$ cat config.mk
export PLATFORM = sky130hd
export DESIGN_NAME = cds_clk_gen
export DESIGN_NICKNAME = d
export VERILOG_FILES = /design/src/rtl/cds_clk_pkg.sv /design/src/rtl/cds_cfg_check.sv /design/src/rtl/cds_seq_ctr.sv /design/src/rtl/cds_edge_dec.sv /design/src/rtl/cds_clk_gen.sv
export SDC_FILE = /design/constraint.sdc
export NUM_CORES = 1
export LEC_CHECK = 0
export CORE_ASPECT_RATIO = 0.8
export CORE_UTILIZATION = 58
export DETAILED_ROUTE_END_ITERATION = 8
export PLACE_DENSITY = 0.8
export SYNTH_ARGS = -nofsm -noshare
export SYNTH_HDL_FRONTEND = slang
export SYNTH_SLANG_ARGS = --single-unit
export TNS_END_PERCENT = 10
$ cat constraint.sdc
create_clock -name clk_i -period 5.45 [get_ports clk_i]
set_clock_uncertainty 0.2 [all_clocks]
set_input_delay 1.09 -clock clk_i [delete_from_list [all_inputs] [get_ports clk_i]]
set_output_delay 1.09 -clock clk_i [all_outputs]
set_load 0.05 [all_outputs]
$ cat src/rtl/cds_clk_pkg.sv
package cds_clk_pkg;
  localparam int unsigned TICK_W = 8;
  localparam int unsigned HALF_W = TICK_W - 3;

  typedef logic [TICK_W-1:0] tick_t;
  typedef logic [HALF_W-1:0] half_t;

  typedef struct packed {
    half_t half;
    tick_t rst_rise;
    tick_t rst_fall;
    tick_t vid_rise;
    tick_t vid_fall;
  } edge_cfg_t;
endpackage

$ cat src/rtl/cds_cfg_check.sv
module cds_cfg_check
  import cds_clk_pkg::*;
#(
  parameter int unsigned MIN_PIX = 34,
  parameter int unsigned MIN_CPW = 4,
  parameter int unsigned MIN_SPW = 3,
  parameter int unsigned G_RISE  = 1,
  parameter int unsigned G_FALL  = 4,
  parameter int unsigned KEEP    = 2,
  parameter int unsigned G_GAP   = 1
) (
  input  edge_cfg_t cfg_i,
  output logic      err_o
);
  localparam int unsigned W = TICK_W + 2;
  localparam logic [W-1:0] MIN_PIX_W = W'(MIN_PIX);
  localparam logic [W-1:0] MIN_CPW_W = W'(MIN_CPW);
  localparam logic [W-1:0] MIN_SPW_W = W'(MIN_SPW);
  localparam logic [W-1:0] G_RISE_W  = W'(G_RISE);
  localparam logic [W-1:0] G_FALL_W  = W'(G_FALL);
  localparam logic [W-1:0] KEEP_W    = W'(KEEP);
  localparam logic [W-1:0] G_GAP_W   = W'(G_GAP);

  logic [W-1:0] h, per, rr, rf, vr, vf, e, lo;
  logic bad_len, bad_ord, bad_pw, bad_gap, rise_ok, fall_ok, keep_bad;

  always_comb begin
    h   = W'(cfg_i.half);
    per = h << 3;
    rr  = W'(cfg_i.rst_rise);
    rf  = W'(cfg_i.rst_fall);
    vr  = W'(cfg_i.vid_rise);
    vf  = W'(cfg_i.vid_fall);

    bad_len = (per < MIN_PIX_W) || (h < MIN_CPW_W);
    bad_ord = !((rr < rf) && (rf <= vr) && (vr < vf) && (vf < per));
    bad_pw  = ((rf - rr) < MIN_SPW_W) || ((vf - vr) < MIN_SPW_W);
    bad_gap = (per + rr - vf) < G_GAP_W;

    // video rise must sit in a low phase, G_RISE before the next rise
    rise_ok = 1'b0;
    for (int k = 0; k < 4; k++) begin
      if ((h * W'(2*k+1) <= vr) && (vr + G_RISE_W <= h * W'(2*k+2))) rise_ok = 1'b1;
    end

    // video fall must lead the next converter fall by G_FALL (j=4 wraps)
    fall_ok = 1'b0;
    for (int j = 0; j < 5; j++) begin
      lo = (j == 0) ? '0 : h * W'(2*j-1);
      if ((lo <= vf) && (vf + G_FALL_W <= h * W'(2*j+1))) fall_ok = 1'b1;
    end

    // keep-out after every converter edge
    keep_bad = 1'b0;
    for (int n = 0; n < 8; n++) begin
      e = h * W'(n);
      if ((rf >= e) && (rf < e + KEEP_W)) keep_bad = 1'b1;
      if ((vf >= e) && (vf < e + KEEP_W)) keep_bad = 1'b1;
    end

    err_o = bad_len | bad_ord | bad_pw | bad_gap | !rise_ok | !fall_ok | keep_bad;
  end
endmodule

$ cat src/rtl/cds_seq_ctr.sv
module cds_seq_ctr
  import cds_clk_pkg::*;
(
  input  logic      clk_i,
  input  logic      rst_ni,
  input  logic      run_i,
  input  logic      err_i,
  input  edge_cfg_t cfg_i,
  output logic      run_o,
  output tick_t     tick_o,
  output logic      ph_lo_o,
  output logic      last_o,
  output edge_cfg_t shd_o
);
  logic      run_q;
  tick_t     tick_q;
  half_t     sub_q;
  logic [2:0] ph_q;
  edge_cfg_t shd_q;
  tick_t     per_m1;
  logic      wrap, go, sub_last;

  assign per_m1   = {shd_q.half, 3'b000} - TICK_W'(1);
  assign wrap     = run_q && (tick_q == per_m1);
  assign sub_last = (sub_q == shd_q.half - HALF_W'(1));
  assign go       = (!run_q || wrap) && run_i && !err_i;

  always_ff @(posedge clk_i or negedge rst_ni) begin
    if (!rst_ni) begin
      run_q  <= 1'b0;
      tick_q <= '0;
      sub_q  <= '0;
      ph_q   <= '0;
      shd_q  <= '0;
    end else if (go) begin
      run_q  <= 1'b1;
      tick_q <= '0;
      sub_q  <= '0;
      ph_q   <= '0;
      shd_q  <= cfg_i;
    end else if (wrap) begin
      run_q  <= 1'b0;
      tick_q <= '0;
      sub_q  <= '0;
      ph_q   <= '0;
    end else if (run_q) begin
      tick_q <= tick_q + TICK_W'(1);
      if (sub_last) begin
        sub_q <= '0;
        ph_q  <= ph_q + 3'd1;
      end else begin
        sub_q <= sub_q + HALF_W'(1);
      end
    end
  end

  assign run_o   = run_q;
  assign tick_o  = tick_q;
  assign ph_lo_o = ph_q[0];
  assign last_o  = wrap;
  assign shd_o   = shd_q;
endmodule

$ cat src/rtl/cds_edge_dec.sv
module cds_edge_dec
  import cds_clk_pkg::*;
(
  input  logic      run_i,
  input  tick_t     tick_i,
  input  logic      ph_lo_i,
  input  edge_cfg_t shd_i,
  output logic      rst_clk_o,
  output logic      vid_clk_o,
  output logic      conv_clk_o,
  output logic      pix_stb_o
);
  always_comb begin
    conv_clk_o = run_i && !ph_lo_i;
    rst_clk_o  = run_i && (tick_i >= shd_i.rst_rise) && (tick_i < shd_i.rst_fall);
    vid_clk_o  = run_i && (tick_i >= shd_i.vid_rise) && (tick_i < shd_i.vid_fall);
    pix_stb_o  = run_i && (tick_i == shd_i.rst_rise);
  end
endmodule

$ cat src/rtl/cds_clk_gen.sv
module cds_clk_gen
  import cds_clk_pkg::*;
#(
  parameter int unsigned MIN_PIX = 34,
  parameter int unsigned MIN_CPW = 4,
  parameter int unsigned MIN_SPW = 3,
  parameter int unsigned G_RISE  = 1,
  parameter int unsigned G_FALL  = 4,
  parameter int unsigned KEEP    = 2,
  parameter int unsigned G_GAP   = 1
) (
  input  logic              clk_i,
  input  logic              rst_ni,
  input  logic              run_i,
  input  logic [HALF_W-1:0] half_i,
  input  logic [TICK_W-1:0] rst_rise_i,
  input  logic [TICK_W-1:0] rst_fall_i,
  input  logic [TICK_W-1:0] vid_rise_i,
  input  logic [TICK_W-1:0] vid_fall_i,
  output logic              cfg_err_o,
  output logic              rst_clk_o,
  output logic              vid_clk_o,
  output logic              conv_clk_o,
  output logic              pix_stb_o
);
  edge_cfg_t cfg_w, shd_w;
  tick_t     tick_w;
  logic      run_w, ph_lo_w, last_w;

  assign cfg_w = '{half: half_i, rst_rise: rst_rise_i, rst_fall: rst_fall_i,
                   vid_rise: vid_rise_i, vid_fall: vid_fall_i};

  cds_cfg_check #(
    .MIN_PIX(MIN_PIX), .MIN_CPW(MIN_CPW), .MIN_SPW(MIN_SPW),
    .G_RISE(G_RISE), .G_FALL(G_FALL), .KEEP(KEEP), .G_GAP(G_GAP)
  ) u_check (
    .cfg_i(cfg_w),
    .err_o(cfg_err_o)
  );

  cds_seq_ctr u_seq (
    .clk_i  (clk_i),
    .rst_ni (rst_ni),
    .run_i  (run_i),
    .err_i  (cfg_err_o),
    .cfg_i  (cfg_w),
    .run_o  (run_w),
    .tick_o (tick_w),
    .ph_lo_o(ph_lo_w),
    .last_o (last_w),
    .shd_o  (shd_w)
  );

  cds_edge_dec u_dec (
    .run_i     (run_w),
    .tick_i    (tick_w),
    .ph_lo_i   (ph_lo_w),
    .shd_i     (shd_w),
    .rst_clk_o (rst_clk_o),
    .vid_clk_o (vid_clk_o),
    .conv_clk_o(conv_clk_o),
    .pix_stb_o (pix_stb_o)
  );
endmodule

; ---- After elaboration in Yosys (flattened, before gate mapping)
; Index checks and enable logic that the tools add are counted.
[classes]
addsub = 18
n_mul = 5
magnitude_cmp = 62
eq_ne = 3
muxes = 38
bitwise_logic = 6
reduce_logical = 49
[ops]
columns = op, count
row1 = $lt 8x10->1, 14
row2 = $ge 8x8->1, 8
row3 = $le 10x8->1, 4
row4 = $le 8x8->1, 5
row5 = $lt 8x8->1, 5
row6 = $logic_and 1x1->1, 36
row7 = $ge 8x7->1, 4
row8 = $add 8x2->9 const B, 3
row9 = $mux 1, 27
row10 = $mux 8, 3
row11 = $le 10x7->1, 2
row12 = $lt 10x2->1 const B, 2
row13 = $mux 5, 4
row14 = $sub 8x8->9, 2
row15 = $add 7x2->8 const B, 2
row16 = $eq 8x8->1, 2
row17 = $ge 8x1->1 const B, 2
row18 = $ge 8x5->1, 2
row19 = $ge 8x6->1, 2
row20 = $le 5x8->1, 2
row21 = $le 7x8->1, 2
row22 = $lt 8x2->1 const B, 2
row23 = $mul 5x3->8 const B, 2
row24 = $mul 5x2->7 const B, 2
row25 = other kinds (26), 42
[totals]
register_bits = 54
inputBits = 40
out_inout_bits = 5
word_cells = 190

; ---- Longest topological paths before layout
[logic_depth]
word_depth = 23
mapped_depth = 20
depth_no_buf = 18

; ---- Hierarchy
; A second synthesis with hierarchy kept.
[hier_totals]
hier_cells = 1279
area_unflattened_um2 = 11113.2
[modules_own_cells]
columns = mod, instances, cells_per_inst, area_each_um2, seq_area_each_um2
row1 = cds_cfg_check, 1, 980, 7822.5, 0.0
row2 = cds_seq_ctr, 1, 193, 2521.2, 1301.2
row3 = cds_edge_dec, 1, 106, 769.5, 0.0

; ---- Worst setup path after synthesis
; OpenSTA, ideal clock, no wires.
[synth_timing]
path_type = input port to output port
startpoint = input port half_i[1]
endpoint = output port cfg_err_o
arrival_time_ns = 4.795
required_ns = 4.160
path_slack_ns = -0.635
cell_stages = 17
path_buffers = 0
cell_sequence = fa_1 -> ha_1 -> a211oi_1 -> nor2_1 -> a21o_1 -> a21oi_1 -> inv_1 -> ha_1 -> nand4_1 -> nor2_1 -> a21oi_1 -> a211oi_1 -> o211ai_1 -> nor4_1 -> nand4_1 -> and4b_1 -> nand4b_1
[synth_via]
elab_chain_cells = 18
elab_cells_between_ends = 119
classes_between = add/sub (9) / mul (5) / order compare (49) / mux (23) / bitwise (6) / reduce/logical (27)
[synth_lines]
columns = item, line_no
row1 = start: declaration, cds_clk_gen.sv:15  ; input logic [HALF_W-1:0] half_i,
row2 = "parallel branches: the longest is 17 deep, another holds $lt 8x10->1", n/a
row3 = $or 1x1->1 (*), cds_cfg_check.sv:61  ; err_o = bad_len | bad_ord | bad_pw | bad_gap | !rise_ok | !fall_ok | keep_bad;
row4 = end: declaration, cds_clk_gen.sv:20  ; output logic cfg_err_o,
; Mark *: on every way between the ends.

; ---- Worst setup path in the final report
[layout_timing]
startpoint = input port half_i[2]
endpoint = output port cfg_err_o
; Same word-level chain as after synthesis.

==> run_summary.xml <==
<?xml version="1.0" encoding="UTF-8"?>
<metrics>
  <group name="floorplanning">
    <metric name="design.core.area" unit="sq mm">0.01850</metric>
    <metric name="io_pins" unit="">45</metric>
    <metric name="die_h" unit="microns">126.0</metric>
    <metric name="number_of_placement_rows" unit="">44</metric>
    <metric name="floorplan.initialDensity" unit="%">60.24</metric>
    <metric name="die_area" unit="sq mm">0.01977</metric>
    <metric name="die_width" unit="microns">157.0</metric>
  </group>
  <group name="clock_tree">
    <metric name="worstSkewPairLatency" unit="ns">0.29</metric>
    <metric name="clock_tree.buffer_depth" unit="">2</metric>
    <metric name="clkTransAtPathRegs" unit="ns">0.07</metric>
    <metric name="cts-hold-fix-buffers" unit="">0</metric>
    <metric name="number_of_clock_buffers_inserted_by_tritoncts" unit="">5</metric>
    <metric name="clock-sinks" unit="">52</metric>
    <metric name="cts_tree" unit="">built</metric>
    <metric name="htree_levels" unit="">2</metric>
    <metric name="clock-root-buffer" unit="">sky130_fd_sc_hd__clkbuf_16</metric>
  </group>
  <group name="synth">
    <metric name="muxShareOfSynthArea" unit="%">4.076</metric>
    <metric name="synth_cell_type_count" unit="">79</metric>
    <metric name="yosys_top_cell_by_area" unit="">sky130_fd_sc_hd__ha_1</metric>
    <metric name="synth_enable_flop_cells" unit="">0</metric>
    <metric name="seq_total_area_yosys" unit="%">11.68</metric>
    <metric name="synth_xor_area_share" unit="%">6.119</metric>
    <metric name="yosys_warnings" unit="">0</metric>
    <metric name="ys_seq_elements" unit="">52</metric>
    <metric name="synthesis.nets" unit="">1663</metric>
    <metric name="post_synth_fa_ha_maj_area_fraction" unit="%">38.14</metric>
    <metric name="async_s_r_ff_share_synth" unit="%">100.0</metric>
    <metric name="synth_top_family_by_area" unit="">adder cells</metric>
    <metric name="synth-compound-area-share" unit="%">19.77</metric>
    <metric name="synth_top_area_share" unit="%">35.71</metric>
    <metric name="synth.top_cells.by_area" unit="">sky130_fd_sc_hd__ha_1, sky130_fd_sc_hd__dfrtp_1, sky130_fd_sc_hd__xnor2_1</metric>
    <metric name="syn_avg_cell_area" unit="sq um">8.611</metric>
    <metric name="synthSimpleGateAreaFrac" unit="%">15.54</metric>
    <metric name="combined_area_of_all_synthesized_cells" unit="sq mm">0.01114</metric>
    <metric name="synthFlopType" unit="">sky130_fd_sc_hd__dfrtp_1</metric>
    <metric name="synth_cells" unit="">1294</metric>
  </group>
  <group name="routing">
    <metric name="routed_wire_length_per_instance" unit="microns">22.52</metric>
    <metric name="initialDrtViolationCount" unit="">1191</metric>
    <metric name="drc_errors" unit="">0</metric>
    <metric name="residual_antenna_violating_net_count_after_detailed_routing" unit="">0</metric>
    <metric name="wirelength_met1" unit="microns">17360</metric>
    <metric name="routed_wl" unit="microns">42370</metric>
    <metric name="route.detailed.vias_per_inst" unit="">6.362</metric>
    <metric name="highest_layer" unit="">met4</metric>
    <metric name="dr.pass1.iters" unit="">7</metric>
    <metric name="met3_wirelength_from_detailed_routing" unit="microns">4801</metric>
    <metric name="wl_met2" unit="microns">17960</metric>
    <metric name="routed-via-count" unit="">11970</metric>
  </group>
  <group name="power_and_ir_drop">
    <metric name="leakage" unit="uW">0.007651</metric>
    <metric name="post-layout-total-power" unit="uW">2593</metric>
    <metric name="maximum_vdd_drop" unit="mV">0.1283</metric>
    <metric name="cellPowerDensity" unit="mW/mm^2">178.4</metric>
  </group>
  <group name="sta">
    <metric name="finalSetupViolations" unit="">8</metric>
    <metric name="final_hold_viol_count" unit="">0</metric>
    <metric name="layout_setup_ws" unit="ns">-0.8326</metric>
    <metric name="slew_worst_pin" unit="ns">0.6647</metric>
    <metric name="final_critical_path_share_of_the_clock_period" unit="%">115.3</metric>
    <metric name="max_freq" unit="MHz">159.2</metric>
    <metric name="rsz_0062_raised_after_global_routing" unit="">true</metric>
    <metric name="timing_max_transition_violations_final" unit="">0</metric>
    <metric name="min_tclk_post_route" unit="ns">6.283</metric>
    <metric name="slew-limit-headroom" unit="%">55.69</metric>
  </group>
  <group name="setup_path">
    <metric name="ff2ff_setup_slack" unit="ns">2.09</metric>
    <metric name="cp_required" unit="ns">4.16</metric>
    <metric name="timing.critical_path.from_type" unit="">input pin</metric>
    <metric name="crit_chain" unit="">buf_8, fa_1, ha_2, fa_2, a21o_1, a22oi_2, xnor2_2, buf_4, buf_4, nand3_1, xnor2_2, ha_1, and3_4, o211ai_1, a21o_1, a21oi_1, and4b_1, nand4b_1, buf_6</metric>
    <metric name="worstPathArrival" unit="ns">4.99</metric>
    <metric name="critical_path.max_fanout" unit="">4</metric>
    <metric name="timing.critical_path.slowest_cell_delay" unit="ns">0.49</metric>
    <metric name="critical-path-top-delay-family" unit="">adder cells</metric>
    <metric name="timing.setup.critical_path_class" unit="">input pin to output pin</metric>
    <metric name="critical_path.n_buffers_inverters" unit="">4</metric>
    <metric name="cpMaxStageDelayCell" unit="">sky130_fd_sc_hd__fa_1</metric>
    <metric name="crit_path_end_kind" unit="">output pin</metric>
  </group>
  <group name="final_layout">
    <metric name="area_growth_syn_to_layout" unit="%">30.42</metric>
    <metric name="final_core_utilization" unit="%">78.56</metric>
    <metric name="fill_count" unit="">1266</metric>
    <metric name="final_area" unit="sq mm">0.01453</metric>
    <metric name="post_route_cells_drive_above_1_share" unit="%">23.28</metric>
    <metric name="layout.area.seq" unit="sq mm">0.001301</metric>
    <metric name="combined_area_of_the_multi_input_logic_cells" unit="sq mm">0.009525</metric>
    <metric name="design.final.nets" unit="">1996</metric>
    <metric name="antennaDiodeCount" unit="">0</metric>
  </group>
  <group name="grt">
    <metric name="first_global_vias" unit="">11820</metric>
    <metric name="globalRouteOverflowTotal" unit="">0</metric>
    <metric name="wire_length_of_the_first_global_routing_pass" unit="microns">64500</metric>
    <metric name="antenna_violations_before_repair" unit="">0</metric>
    <metric name="grt_start_max_net_pins" unit="">53</metric>
    <metric name="grt_util_all_layers" unit="%">42.95</metric>
  </group>
  <group name="placement">
    <metric name="post_dp_cell_area" unit="sq mm">0.01407</metric>
    <metric name="dpl.hpwl" unit="microns">33390</metric>
    <metric name="post-place-ws" unit="ns">-1.284</metric>
    <metric name="numPortBuffers" unit="">44</metric>
    <metric name="routabilityCongestion" unit="">1.030</metric>
  </group>
  <group name="job">
    <metric name="drv.max_cap_violation_count" unit="">0</metric>
  </group>
  <group name="outcome">
    <metric name="violations" unit="">negative setup slack</metric>
    <metric name="outcome" unit="">finished with violations</metric>
  </group>
  <group name="worst_hold_path">
    <metric name="hp-class" unit="">flip-flop to flip-flop</metric>
  </group>
</metrics>
## sequential cells by signal (all words and copies together) (netlist names)
signal	cells
u_seq.ph_q	1
u_seq.sub_q	5
u_seq.run_o	1
u_seq.tick_o	8
u_seq.shd_o	37
## metrics by stage
| stage | std cells | TNS [ns] | hold slack, ns |
|---|---|---|---|
| after CTS | 1870 | -0.7474 | 0.3155 |
| final | 1881 | -0.9625 | 0.3177 |
| after global placement | 1858 | -26.33 | 0.2948 |
| after detailed placement | 1858 | -33.64 | 0.2962 |
| after floorplan | 1294 | -0.4729 | 0.2635 |
| after global routing | 1881 | -7.072 | 0.3340 |
## worst register-to-register path, cell delays in order, from the launching register on
cell,delay (ns)
sky130_fd_sc_hd__dfrtp_1,0.44
sky130_fd_sc_hd__inv_1,0.10
sky130_fd_sc_hd__ha_1,0.24
sky130_fd_sc_hd__nand2_1,0.13
sky130_fd_sc_hd__xor2_1,0.32
sky130_fd_sc_hd__xnor2_1,0.13
sky130_fd_sc_hd__nor4_2,0.27
sky130_fd_sc_hd__buf_4,0.20
sky130_fd_sc_hd__nand2b_1,0.17
sky130_fd_sc_hd__nand2_1,0.09
sky130_fd_sc_hd__nor2_1,0.19
sky130_fd_sc_hd__nand4_4,0.21
sky130_fd_sc_hd__buf_4,0.24
sky130_fd_sc_hd__mux2_4,0.31
## cells in the final DEF (no fill, tap or decap), types with 5 or more instances in the layout
| cell type | instances |
|---|---|
| sky130_fd_sc_hd__a2111oi_0 | 6 |
| sky130_fd_sc_hd__a211o_1 | 8 |
| sky130_fd_sc_hd__a211oi_1 | 16 |
| sky130_fd_sc_hd__a21boi_0 | 5 |
| sky130_fd_sc_hd__a21o_1 | 39 |
| sky130_fd_sc_hd__a21oi_1 | 82 |
| sky130_fd_sc_hd__a31o_2 | 8 |
| sky130_fd_sc_hd__a31oi_1 | 8 |
| sky130_fd_sc_hd__and2_1 | 7 |
| sky130_fd_sc_hd__and3_1 | 9 |
| sky130_fd_sc_hd__buf_12 | 7 |
| sky130_fd_sc_hd__buf_4 | 291 |
| sky130_fd_sc_hd__clkbuf_16 | 6 |
| sky130_fd_sc_hd__clkdlybuf4s50_1 | 37 |
| sky130_fd_sc_hd__dfrtp_1 | 52 |
| sky130_fd_sc_hd__fa_1 | 10 |
| sky130_fd_sc_hd__ha_1 | 313 |
| sky130_fd_sc_hd__inv_1 | 107 |
| sky130_fd_sc_hd__mux2_4 | 10 |
| sky130_fd_sc_hd__mux2i_1 | 27 |
| sky130_fd_sc_hd__nand2_1 | 58 |
| sky130_fd_sc_hd__nand2b_1 | 16 |
| sky130_fd_sc_hd__nand3_1 | 33 |
| sky130_fd_sc_hd__nand4_1 | 33 |
| sky130_fd_sc_hd__nor2_1 | 70 |
| sky130_fd_sc_hd__nor2b_1 | 23 |
| sky130_fd_sc_hd__nor3_1 | 34 |
| sky130_fd_sc_hd__nor4_1 | 12 |
| sky130_fd_sc_hd__o2111ai_1 | 6 |
| sky130_fd_sc_hd__o211ai_1 | 15 |
| sky130_fd_sc_hd__o21a_1 | 18 |
| sky130_fd_sc_hd__o21ai_0 | 64 |
| sky130_fd_sc_hd__o21bai_1 | 9 |
| sky130_fd_sc_hd__o221ai_1 | 7 |
| sky130_fd_sc_hd__o22ai_1 | 6 |
| sky130_fd_sc_hd__or4_1 | 5 |
| sky130_fd_sc_hd__xnor2_1 | 49 |
| sky130_fd_sc_hd__xnor2_2 | 5 |
| sky130_fd_sc_hd__xor2_1 | 18 |
## where the power goes
part,leakage [uW],switching (uW),internal [uW]
clock network,0.0000808,147,217
registers,0.000596,17.9,401
logic,0.00697,949,860
## kinds of logic (layout without fill, tap and decap cells)
kind of cell / after synthesis / after routing
buffers and inverters: 130 / 464
AND/OR/NAND/NOR: 330 / 330
XOR/XNOR: 74 / 74
flip-flops: 52 / 52
adder cells (fa/ha/maj): 334 / 334
multiplexers: 40 / 40
AO/OA/AOI/OAI: 334 / 334
## cells in the mapped netlist (all sizes together) (4+ instances only)
cell type  instances
nand2b            17
xnor2             55
a21oi             85
o21ai             66
o2111ai            6
o22ai              6
o21bai             9
ha               318
fa                11
nand4             34
nand3             33
mux2i             27
nor4              15
mux2              13
nor2              71
o21a              18
maj3               5
a211oi            19
a2111oi            7
a211o              8
nor3              37
a21o              40
clkbuf             7
dfrtp             52
or4                5
and3              10
nor2b             23
nand2             58
o221ai             7
o211ai            16
inv              112
xor2              19
and2               8
buf               10
a21boi             5
nand3b             4
a31oi              8
a31o               8
## final timing paths
kind	from	end	cells after the start
worst max-delay path	half_i[2]	cfg_err_o	19
worst min-delay path	u_seq.shd_o[22]	u_seq.shd_o[22]	1
worst max register to register	u_seq.shd_o[32]	u_seq.shd_o[36]	13
worst min register to register	u_seq.shd_o[22]	u_seq.shd_o[22]	1
max in group asynchronous	rst_ni	u_seq.shd_o[29]	2
min in group asynchronous	rst_ni	u_seq.sub_q[4]	2
## routing by layer
| layer | vias to the layer above | track usage (%) |
|---|---|---|
| met5 | - | 0 |
| met4 | 0 | 19.32 |
| met3 | 172 | 8.844 |
| met2 | 682 | 66.80 |
| met1 | 5605 | 57.01 |
| li1 | 5508 | - |
## layout make-up
class	instances	area share, %
clock buffers	6	0.8868
clock inverters	2	0.2411
inverters	113	2.944
well taps	253	2.178
repair buffers	343	19.25
multi-input cells	1112	65.54
flip-flops and latches	52	8.954
## what timing repair did
item | CTS | global route
resized for setup | 38 | 18
setup buffers | 5 | 10
hold endpoints to repair | 0 | 0
setup endpoints to repair | 53 | 52
gates cloned | 0 | 1
pin swaps | 21 | 23
No activity file was read; power rests on OpenSTA's default activity.
